===== config.mk =====
export PLATFORM = sky130hd
export DESIGN_NAME = crc8_byte_engine
export DESIGN_NICKNAME = d
export VERILOG_FILES = /design/src/rtl/crc8_pkg.sv /design/src/rtl/crc8_div_net.sv /design/src/rtl/crc8_state_reg.sv /design/src/rtl/crc8_byte_engine.sv
export SDC_FILE = /design/constraint.sdc
export NUM_CORES = 1
export LEC_CHECK = 0
export BUFFER_PORTS_ARGS = -buffer_cell sky130_fd_sc_hd__buf_2
export CORE_AREA = 2 2 39 41
export CTS_BUF_LIST = sky130_fd_sc_hd__clkbuf_4
export CTS_CLUSTER_SIZE = 30
export DETAILED_ROUTE_END_ITERATION = 7
export DIE_AREA = 0 0 41 43
export PLACE_DENSITY = 0.7
export SLEW_MARGIN = 20
export SYNTH_ARGS = -nofsm -noshare
export SYNTH_HDL_FRONTEND = slang
export SYNTH_SLANG_ARGS = --single-unit

===== constraint.sdc =====
create_clock -name clk -period 4.47 [get_ports clk]
set_input_delay 1.341 -clock clk [delete_from_list [all_inputs] [get_ports clk]]
set_output_delay 1.341 -clock clk [all_outputs]
set_load 0.03 [all_outputs]

===== src/rtl/crc8_pkg.sv =====
package crc8_pkg;

    localparam int unsigned CRC_W = 8;

    typedef logic [CRC_W-1:0] crc_t;

    // Register load source for one clock edge.
    typedef enum logic [1:0] {
        LD_HOLD   = 2'd0,
        LD_SEED   = 2'd1,
        LD_ABSORB = 2'd2
    } load_sel_e;

endpackage


===== src/rtl/crc8_div_net.sv =====
module crc8_div_net #(
    parameter int unsigned         W     = 8,
    parameter logic [W-1:0]        POLY  = 8'h07,
    parameter int unsigned         STEPS = 8
) (
    input  logic [W-1:0] rem_in,
    input  logic [W-1:0] byte_in,
    output logic [W-1:0] rem_out
);

    logic [W-1:0] stage [0:STEPS];

    assign stage[0] = rem_in ^ byte_in;

    // One zero-input shift of the augmented divider per stage.
    for (genvar s = 0; s < STEPS; s++) begin : g_shift
        logic fb;
        assign fb           = stage[s][W-1];
        assign stage[s+1]   = {stage[s][W-2:0], 1'b0} ^ (fb ? POLY : '0);
    end

    assign rem_out = stage[STEPS];

    // the division is linear, so a zero dividend must give a zero remainder.
    always_comb begin
        if ((rem_in ^ byte_in) == '0) begin
            a_r4_zero_in_zero_out: assert (rem_out == '0);
        end
    end

endmodule


===== src/rtl/crc8_state_reg.sv =====
module crc8_state_reg
    import crc8_pkg::*;
#(
    parameter int unsigned  W        = 8,
    parameter logic [W-1:0] SEED_VAL = 8'hFF,
    parameter logic [W-1:0] RST_VAL  = 8'h00
) (
    input  logic         clk,
    input  logic         rst_n,
    input  logic         seed,
    input  logic         byte_vld,
    input  logic [W-1:0] next_rem,
    output logic [W-1:0] rem_q
);

    load_sel_e sel;

    // Seed outranks absorb.
    always_comb begin
        if (seed)          sel = LD_SEED;
        else if (byte_vld) sel = LD_ABSORB;
        else               sel = LD_HOLD;
    end

    always_ff @(posedge clk) begin
        if (!rst_n) begin
            rem_q <= RST_VAL;
        end else begin
            unique case (sel)
                LD_SEED:   rem_q <= SEED_VAL;
                LD_ABSORB: rem_q <= next_rem;
                LD_HOLD:   rem_q <= rem_q;
                default:   rem_q <= rem_q;
            endcase
        end
    end

    // a seed request always lands the seed value, valid or not.
    a_r3_seed_wins: assert property (@(posedge clk) disable iff (!rst_n)
        seed |=> rem_q == SEED_VAL);

    // no request, no change.
    a_r5_hold: assert property (@(posedge clk) disable iff (!rst_n)
        (!seed && !byte_vld) |=> $stable(rem_q));

endmodule


===== src/rtl/crc8_byte_engine.sv =====
module crc8_byte_engine #(
    parameter int unsigned        W        = 8,
    parameter logic [W-1:0]       POLY     = 8'h07,
    parameter logic [W-1:0]       SEED_VAL = 8'hFF,
    parameter logic [W-1:0]       RST_VAL  = 8'h00
) (
    input  logic         clk,
    input  logic         rst_n,
    input  logic         seed,
    input  logic         byte_vld,
    input  logic [W-1:0] byte_in,
    output logic [W-1:0] crc_out
);

    localparam int unsigned STEPS = W;

    logic [W-1:0] rem_q;
    logic [W-1:0] rem_next;

    crc8_div_net #(
        .W     (W),
        .POLY  (POLY),
        .STEPS (STEPS)
    ) u_div (
        .rem_in  (rem_q),
        .byte_in (byte_in),
        .rem_out (rem_next)
    );

    crc8_state_reg #(
        .W        (W),
        .SEED_VAL (SEED_VAL),
        .RST_VAL  (RST_VAL)
    ) u_reg (
        .clk      (clk),
        .rst_n    (rst_n),
        .seed     (seed),
        .byte_vld (byte_vld),
        .next_rem (rem_next),
        .rem_q    (rem_q)
    );

    assign crc_out = rem_q;

    // an absorbed byte shows the network result one cycle later.
    a_r6_absorb_latency: assert property (@(posedge clk) disable iff (!rst_n)
        (byte_vld && !seed) |=> crc_out == $past(rem_next));

    // a reset cycle leaves the reset value.
    a_r1_reset_value: assert property (@(posedge clk)
        !rst_n |=> crc_out == RST_VAL);

endmodule


==> summary.md, run 1 <==
| Metric | Value |
|---|---|
| Status | `finished, final reports clean` |
| Worst Clk Skew | `approximately 0.0044 ns` |
| CORE AREA | `0.00138 mm²` |
| Area share of the largest cell type after synthesis | `0.281` |
| Synth Area in Adders | `0` |
| GRT overflow | `0` |
| Ys async rst share | `0` |
| H-tree Lvls | `1` |
| Post-synth EDFFs | `0` |
| Die area | `0.00176 mm²` |
| First-pass GRT wire length | `between 1.5 and 2 mm` |
| Initial antenna violation count | `0` |
| Fin. Hold Viols | `0` |
| Worst Reg-to-Reg Cells | `5` |
| Period utilization | `0.526` |
| Worst-path clk slew | `~0.060 ns` |
| Critical Path End Type | `register` |
| Post-route DRC | `0` |
| Sequential share of the synthesized area | `0.281` |
| Placer congestion estimate | `~0.67` |
| CP Class | `in2reg` |
| Slew headroom | `0.711` |
| Total of max-cap violations | `0` |
| Pre-antenna DRT Iters | `4` |
| Via density | `just over 5` |
| Yosys reg bits | `8` |
| Max Buffers Root-to-Sink | `2` |
| Resize count post-CTS | `0` |
| Synthesis-to-finish area growth | `22.6%` |
| Mapped Nets | `69` |
| Critical path arrival | `~2.5 ns` |
| Max reg flops | `8` |
| Largest net degree at the start of global routing | `15` |
| Worst Path Buf+Inv | `1` |
| HPWL Detailed | `between 800 and 900 µm` |
| Tightest Pin Transition | `0.431 ns` |
| Most frequent cells in the layout | `buf_2 (19), xnor2_1 (17), dfxtp_1 (8)` |
| CTS tree | `built` |
| Most common cell after layout, fill and taps aside | `buf_2` |
| Largest cells by area after synthesis | `dfxtp_1 (28%), xnor2_1 (26%), xor3_1 (8.3%)` |
| Final net count | `91` |
| Complex-gate fraction of the synthesized area | `0.129` |
| Drt first-iter violations | `14` |
| Core Rows | `14` |
| Slowest cell on crit path | `xnor2_1` |
| Simple-Gate Fraction of Synth Area | `0.110` |
| Min-delay worst type | `reg2reg` |
| CTS buffer count | `3` |
| Crit path to | `u_reg.rem_q[6]` |
| Final Critical Period | `2.35 ns` |
| Startpoint Class | `input pin` |
| Vias in the first global route | `approximately 440` |
| Post-synth top area cell | `dfxtp_1` |
| Share of cells above drive strength 1 | `0.299` |
| FF-to-FF End | `u_reg.rem_q[2]` |
| Largest fanout on the critical path | `2` |
| Cells along the critical path | `buf_2 -> xor2_1 -> xnor2_1 -> xor2_1 -> a211oi_1 -> a311oi_1` |
| Crit path max-delay family | `XOR/XNOR gates` |
| Fill cells | `around 140` |
| Largest family of logic cells by synthesized area | `XOR/XNOR gates` |
| Largest regs | `u_reg.rem_q (8)` |
| Fraction of synthesized area in multiplexers | `0` |
| Antenna cell count | `0` |
| CTS sink count | `8` |
| Die Span Y | `roughly 43 µm` |
| Final setup viols | `0` |
| Initial Util | `0.412` |
| Leakage power | `approximately 0.31 nW` |
| Design Power | `~0.00031 W` |
| Root Driver | `clkbuf_4` |
| Tot GR Track Use | `0.156` |
| XOR/XNOR Fraction of Synth Area | `0.458` |
| Most common cell on crit path | `xor2_1` |
| Post-CTS Setup Bufs | `0` |
| Cell Area, Synth | `around 570 µm²` |
| Top reg by flops | `u_reg.rem_q` |
| Wire per inst | `12.1 µm` |
| Total Wirelength | `about 1.1 mm` |
| Port Buf Inserts | `19` |
| Worst r2r src | `u_reg.rem_q[6]` |
| PD cells | `around 440 mW/mm²` |
| Worst setup path startpoint | `byte_in[5]` |
| # IOs | `20` |
| Synth Instances | `57` |
| Die Span X | `41 µm` |
| Ys Warns | `0` |
| R2R Setup Slk | `a little under 3 ns` |
| Setup TNS | `0 ns` |
| Slowest stage delay, CP | `0.31 ns` |
| Max VDD drop | `roughly 0.00019 V` |
| Synth unique cells | `18` |
| Pins Over Slew Limit | `0` |
| Syn Area/Cell | `~10 µm²` |
| Most used DFF post-synth | `dfxtp_1` |
| Critical path depth | `6` |
| Max frequency | `0.425 GHz` |
| ANT nets after route | `0` |
| Critical Path RT | `4.64 ns` |
| Final core utilization | `0.505` |
| CTS Hold Buffers Added | `0` |
| Vias post-DR | `475` |
| Worst-Skew Late Latency | `between 0.2 and 0.3 ns` |
| RSZ-0062 raised after global routing | `false` |
[synthesized netlist by cell type (all sizes together) (2+ instances only)]
cell type / count
xnor2: 17
dfxtp: 8
a211oi: 5
nor2: 4
nor2b: 4
xor2: 4
o21a: 3
nand2: 2
xor3: 2
[cell type report]
| class | count | area, µm² | area share |
|---|---|---|---|
| Multi-Input combinational cell | 46 | 398 | 0.569 |
| Sequential cell | 8 | 160 | 0.229 |
| Timing Repair Buffer | 19 | 95.1 | 0.136 |
| Clock buffer | 3 | 22.5 | 0.0322 |
| Tap cell | 16 | 20.0 | 0.0286 |
| Inverter | 1 | 3.75 | 0.00537 |
[how the worst min path moves through the flow]
stage,cells after the start,slack (ns),from,to
after floorplan,2,0.72,u_reg.rem_q[2],u_reg.rem_q[2]
after global placement,2,0.60,u_reg.rem_q[0],u_reg.rem_q[0]
after detailed placement,2,0.60,u_reg.rem_q[2],u_reg.rem_q[2]
after CTS,2,0.62,u_reg.rem_q[0],u_reg.rem_q[0]
after global routing,2,0.66,u_reg.rem_q[2],u_reg.rem_q[2]
final,2,0.62,u_reg.rem_q[0],u_reg.rem_q[0]
[logic make-up (layout without fill, tap and decap cells)]
kind of cell           after synthesis  count (layout)
XOR/XNOR                            24              24
AND/OR/NAND/NOR                     12              12
AO/OA/AOI/OAI                       10              10
flip-flops                           8               8
buffers and inverters                3              23
[per-layer routing]
layer  share of wire  routed length [µm]  GRT usage
met5               0                   0          0
met4           0.025                  28     0.0800
met3           0.064                  72     0.0314
met2            0.45                 508      0.228
met1            0.46                 516      0.208
[tightest hold or removal path, cell delays in order, from the launching register on]
cell and delay [ns]:
dfxtp_1 0.34, a211oi_1 0.17, nor3_1 0.07
[per-stage QoR]
stage / hold WS, ns / cell area, µm² / setup WS (ns) / cells
after CTS: 0.617 / 699 / 2.13 / 93
after detailed placement: 0.601 / 677 / 1.83 / 90
final: 0.617 / 699 / 2.12 / 93
after floorplan: 0.723 / 571 / 2.04 / 57
after global placement: 0.597 / 677 / 1.87 / 90
after global routing: 0.656 / 699 / 2.03 / 93
[power breakdown]
group / internal (W) / switching [W] / leakage, nW
combinational: 0.0000796 / 0.0000781 / 0.228
sequential: 0.0000821 / 0.0000107 / 0.0672
clock: 0.0000311 / 0.0000297 / 0.0138
total: 0.000193 / 0.000118 / 0.309
No activity file was read; power rests on OpenSTA's default activity.
==> run 2, diff against run 1 <==
Settings changed: PLACE_DENSITY 0.7 to 0.73.
Clock period 4.47 ns to 2.05 ns, I/O delays scaled along.
==> summary.md, run 2 (synthesis results as in run 1) <==
| Metric | Value |
|---|---|
| Period utilization | `0.774` |
| First-pass GRT wire length | `1.71 mm` |
| H-tree Lvls | `1` |
| Max Buffers Root-to-Sink | `2` |
| Pre-antenna DRT Iters | `4` |
| Initial Util | `0.412` |
| Switching pwr | `around 0.00026 W` |
| Leakage power | `about 0.31 nW` |
| Die Span X | `between 40 and 50 µm` |
| Die Span Y | `43 µm` |
| # IOs | `20` |
| Int Pwr | `around 0.00043 W` |
| Slowest stage delay, CP | `approximately 0.31 ns` |
| CTS tree | `built` |
| CORE AREA | `approximately 0.0014 mm²` |
| Critical Path RT | `2.22 ns` |
| Final net count | `92` |
| Via density | `between 4 and 5` |
| Core Rows | `14` |
| GRT overflow | `0` |
| Vias post-DR | `465` |
| Design Power | `~0.0007 W` |
| Met1 capacity usage during global routing | `0.202` |
| Critical path arrival | `1.76 ns` |
| Total Wirelength | `between 1 and 1.5 mm` |
| Sw frac | `0.376` |
| Post-CTS Setup Bufs | `0` |
| Tightest Pin Transition | `~0.31 ns` |
| CTS Hold Buffers Added | `0` |
| ANT nets after route | `0` |
| Wire per inst | `around 12 µm` |
| M2 GR Usage | `0.197` |
| RSZ-0062 raised after global routing | `false` |
| Placer congestion estimate | `just under 0.8` |
| Max VDD drop | `roughly 0.00057 V` |
| Drt first-iter violations | `13` |
| Min-delay worst type | `in2reg` |
| Initial antenna violation count | `0` |
| Clock share of power | `0.190` |
| Sequential share of power | `0.297` |
| Slowest cell on crit path | `xnor2_1` |
| Crit path max-delay family | `XOR/XNOR gates` |
| Most frequent cells in the layout | `buf_2 (19), xnor2_1 (17), dfxtp_1 (8)` |
| Antenna cell count | `0` |
| Post-DP Area | `slightly below 700 µm²` |
| CP Class | `in2reg` |
| Synthesis-to-finish area growth | `23.9%` |
| Status | `finished, final reports clean` |
| Tot GR Track Use | `0.150` |
| Largest net degree at the start of global routing | `15` |
| Die area | `between 0.0015 and 0.002 mm²` |
| Worst-path clk slew | `~0.060 ns` |
| Max reg flops | `8` |
| Vias in the first global route | `around 400` |
| Startpoint Class | `input pin` |
| Top reg by flops | `u_reg.rem_q` |
| Fin. Hold Viols | `0` |
| CTS buffer count | `3` |
| HPWL Detailed | `just over 800 µm` |
| CTS sink count | `8` |
| Share of cells above drive strength 1 | `0.308` |
| Final Cell Area | `~710 µm²` |
| Root Driver | `clkbuf_4` |
| Comb power frac | `0.513` |
| Resize count post-CTS | `0` |
| PD cells | `between 900 and 1000 mW/mm²` |
| Top Usage Layer GRT | `met1` |
| Worst Path Buf+Inv | `1` |
| Worst-Skew Late Latency | `around 0.26 ns` |
| Largest regs | `u_reg.rem_q (8)` |
| Slew headroom | `0.791` |
| Final Critical Period | `1.59 ns` |
| Worst Clk Skew | `around 0.00069 ns` |
| Fill cells | `around 140` |
| Post-route DRC | `0` |
| Largest fanout on the critical path | `2` |
| Total of max-cap violations | `0` |
| Final setup viols | `0` |
| Critical Path End Type | `register` |
| Cells along the critical path | `buf_2 -> xor2_1 -> xnor2_1 -> xor2_1 -> a211oi_1 -> a311oi_1` |
| WHS | `approximately 0.61 ns` |
| Most common cell after layout, fill and taps aside | `buf_2` |
| Max frequency | `0.630 GHz` |
| Setup TNS | `0 ns` |
| Met3 Use GR | `0.0785` |
| Most common cell on crit path | `xor2_1` |
| Pins Over Slew Limit | `0` |
| Port Buf Inserts | `19` |
-- run 2: per-stage QoR --
step                      worst slack, ns   util  instances
after floorplan                     0.350      -         57
after global routing                0.312  0.511         94
after CTS                           0.445  0.511         94
after global placement              0.196  0.495         91
final                               0.463  0.511         94
after detailed placement            0.207  0.495         91
-- run 2: path summary, 6_finish.rpt --
kind,from,endpoint,slack [ns],cells after the start
worst max-delay path,byte_in[5],u_reg.rem_q[6],0.46,6
worst min-delay path,rst_n,u_reg.rem_q[4],0.61,2
worst max register to register,u_reg.rem_q[6],u_reg.rem_q[2],0.50,5
worst min register to register,u_reg.rem_q[0],u_reg.rem_q[0],0.62,2
-- run 2: routing by layer --
metal / wire length, µm / part of all wire
met3: 94 / 0.087
met4: 11 / 0.010
met1: 495 / 0.46
met5: 0 / 0
met2: 482 / 0.44
-- run 2: power groups by stage --
stage | combinational, W | sequential [W] | clock, W
after floorplan | 0.000236 | 0.000249 | 0
after global placement | 0.000348 | 0.000205 | 0
after detailed placement | 0.000351 | 0.000206 | 0
after CTS | 0.000354 | 0.000203 | 0.000133
after global routing | 0.000381 | 0.000207 | 0.000139
final | 0.000350 | 0.000202 | 0.000129
-- run 2: area by class of cell --
class                   count  area [µm²]  area share
inverters                   1        3.75     0.00531
repair buffers             20         103       0.145
flip-flops and latches      8         160       0.227
well taps                  16        20.0      0.0283
multi-input cells          46         398       0.563
clock buffers               3        22.5      0.0319
==> run 3, diff against run 2 <==
Settings changed: PLACE_DENSITY 0.73 to 0.7.
Clock period 2.05 ns to 1.5 ns, I/O delays scaled along.
==> summary.md, run 3 (synthesis results as in run 1) <==
| Metric | Value |
|---|---|
| WHS Path Cells | `2` |
| Switching pwr | `~0.00036 W` |
| Drt first-iter violations | `4` |
| CP Class | `reg2reg` |
| Final Cell Area | `812 µm²` |
| First-pass GRT wire length | `roughly 1.7 mm` |
| Most frequent cells in the layout | `buf_2 (19), xnor2_1 (12), buf_4 (8)` |
| R2R Setup Slk | `0.11 ns` |
| Comb power frac | `0.540` |
| Int Pwr | `0.000637 W` |
| Endpoint, Worst Hold | `u_reg.rem_q[4]` |
| Root Driver | `clkbuf_4` |
| Period utilization | `0.926` |
| HPWL Detailed | `between 800 and 900 µm` |
| Sw frac | `0.360` |
| Leakage power | `0.377 nW` |
| Design Power | `between 0.0009 and 0.001 W` |
| Initial Util | `0.412` |
| Initial antenna violation count | `0` |
| Port Buf Inserts | `19` |
| Max frequency | `around 0.7 GHz` |
| Post-route DRC | `0` |
| Fin. Hold Viols | `0` |
| Synthesis-to-finish area growth | `42.3%` |
| Max reg flops | `8` |
| Largest fanout on the critical path | `5` |
| Top reg by flops | `u_reg.rem_q` |
| Min-delay worst type | `in2reg` |
| Worst-Skew Late Latency | `0.26 ns` |
| CTS tree | `built` |
| Critical path arrival | `around 1.5 ns` |
| CTS sink count | `8` |
| Pre-antenna DRT Iters | `2` |
| Worst setup path startpoint | `u_reg.rem_q[6]` |
| Via density | `around 4.8` |
| Largest regs | `u_reg.rem_q (8)` |
| Final net count | `99` |
| Vias in the first global route | `402` |
| Worst-path clk slew | `around 0.06 ns` |
| Wire per inst | `roughly 11 µm` |
| Max VDD drop | `approximately 0.00075 V` |
| PD cells | `roughly 1200 mW/mm²` |
| Sequential share of power | `0.287` |
| RSZ-0062 raised after global routing | `false` |
| Max Buffers Root-to-Sink | `2` |
| Tot GR Track Use | `0.147` |
| CORE AREA | `~0.0014 mm²` |
| Worst Clk Skew | `approximately 0.0024 ns` |
| Share of cells above drive strength 1 | `0.482` |
| Critical Path End Type | `register` |
| Status | `finished, final reports clean` |
| Worst Reg-to-Reg Cells | `5` |
| CTS buffer count | `3` |
| Final setup viols | `0` |
| Die area | `0.00176 mm²` |
| Tightest Pin Transition | `roughly 0.33 ns` |
| Pins Over Slew Limit | `0` |
| ANT nets after route | `0` |
| Startpoint of the worst hold path | `rst_n` |
| Vias post-DR | `about 490` |
| Worst r2r src | `u_reg.rem_q[6]` |
| Most common cell after layout, fill and taps aside | `buf_2` |
| # IOs | `20` |
| Largest net degree at the start of global routing | `15` |
| Post-DP Area | `749 µm²` |
| Final Critical Period | `about 1.4 ns` |
| FF-to-FF End | `u_reg.rem_q[0]` |
| Clock share of power | `0.172` |
| Die Span Y | `about 43 µm` |
| Slew headroom | `0.778` |
| Total of max-cap violations | `0` |
| Core Rows | `14` |
| Die Span X | `~41 µm` |
| GRT overflow | `0` |
| H-tree Lvls | `1` |
| Total Wirelength | `~1.1 mm` |
| Critical Path RT | `between 1.5 and 2 ns` |
| Antenna cell count | `0` |
| Placer congestion estimate | `approximately 0.74` |
| Startpoint Class | `register` |
## run 3: changes by cell type in the layout (fill, tap and decap cells not counted)
| cell | delta |
|---|---|
| xnor2_1 | -5 |
| xor2_2 | +1 |
| xnor2_2 | +5 |
| xor2_1 | -1 |
| dfxtp_1 | -4 |
| dfxtp_4 | +1 |
| buf_4 | +7 |
| dfxtp_2 | +3 |
## run 3: timing repair
action	CTS	global route
hold buffers	0	0
setup buffers	0	0
setup endpoints to repair	0	4
gates resized for setup	0	6
## run 3: worst max path at each step
stage	end	slack, ns	depth (start not counted)
3_5_place_dp	u_reg.rem_q[6]	-0.15	6
3_3_place_gp	u_reg.rem_q[0]	-0.11	7
4_1_cts	u_reg.rem_q[2]	0.04	5
5_1_grt	u_reg.rem_q[0]	0.003	5
6_report	u_reg.rem_q[0]	0.11	5
2_1_floorplan	u_reg.rem_q[2]	-0.03	5
## run 3: area by class of cell
type | count | area (µm²)
multi-input cells | 46 | 443
inverters | 1 | 3.75
well taps | 16 | 20.0
flip-flops and latches | 8 | 168
fillers | 129 | 572
repair buffers | 27 | 155
clock buffers | 3 | 22.5
## run 3: metal layers
layer  vias to the layer above  share of wire  global-route usage
li1                        246              -                   -
met1                       227           0.42               0.171
met2                        14           0.50               0.216
met3                         0          0.074              0.0942
met4                         0              0              0.0400
met5                         -              0                   0
## run 3: worst max-delay path: stages, from the launching register on
cell,delay [ns]
dfxtp_4,0.36
xnor2_1,0.31
xnor2_2,0.15
xnor2_1,0.15
a211oi_1,0.24
nor3_1,0.07
## run 3: metrics by stage
| stage | hold slack [ns] | TNS, ns | std cells | util | setup slack [ns] |
|---|---|---|---|---|---|
| final | 0.452 | 0 | 101 | 0.587 | 0.111 |
| after global routing | 0.448 | 0 | 101 | 0.587 | 0.00310 |
| after CTS | 0.444 | 0 | 101 | 0.558 | 0.0426 |
| after detailed placement | 0.587 | -0.641 | 98 | 0.542 | -0.149 |
| after global placement | 0.584 | -0.568 | 98 | 0.542 | -0.113 |
| after floorplan | 0.567 | -0.0280 | 57 | - | -0.0280 |
## run 3: power groups by stage
stage,combinational (W),clock [W],sequential (W)
after floorplan,0.000326,0,0.000346
after global placement,0.000511,0,0.000286
after detailed placement,0.000516,0,0.000286
after CTS,0.000518,0.000182,0.000282
after global routing,0.000591,0.000192,0.000292
final,0.000538,0.000171,0.000286
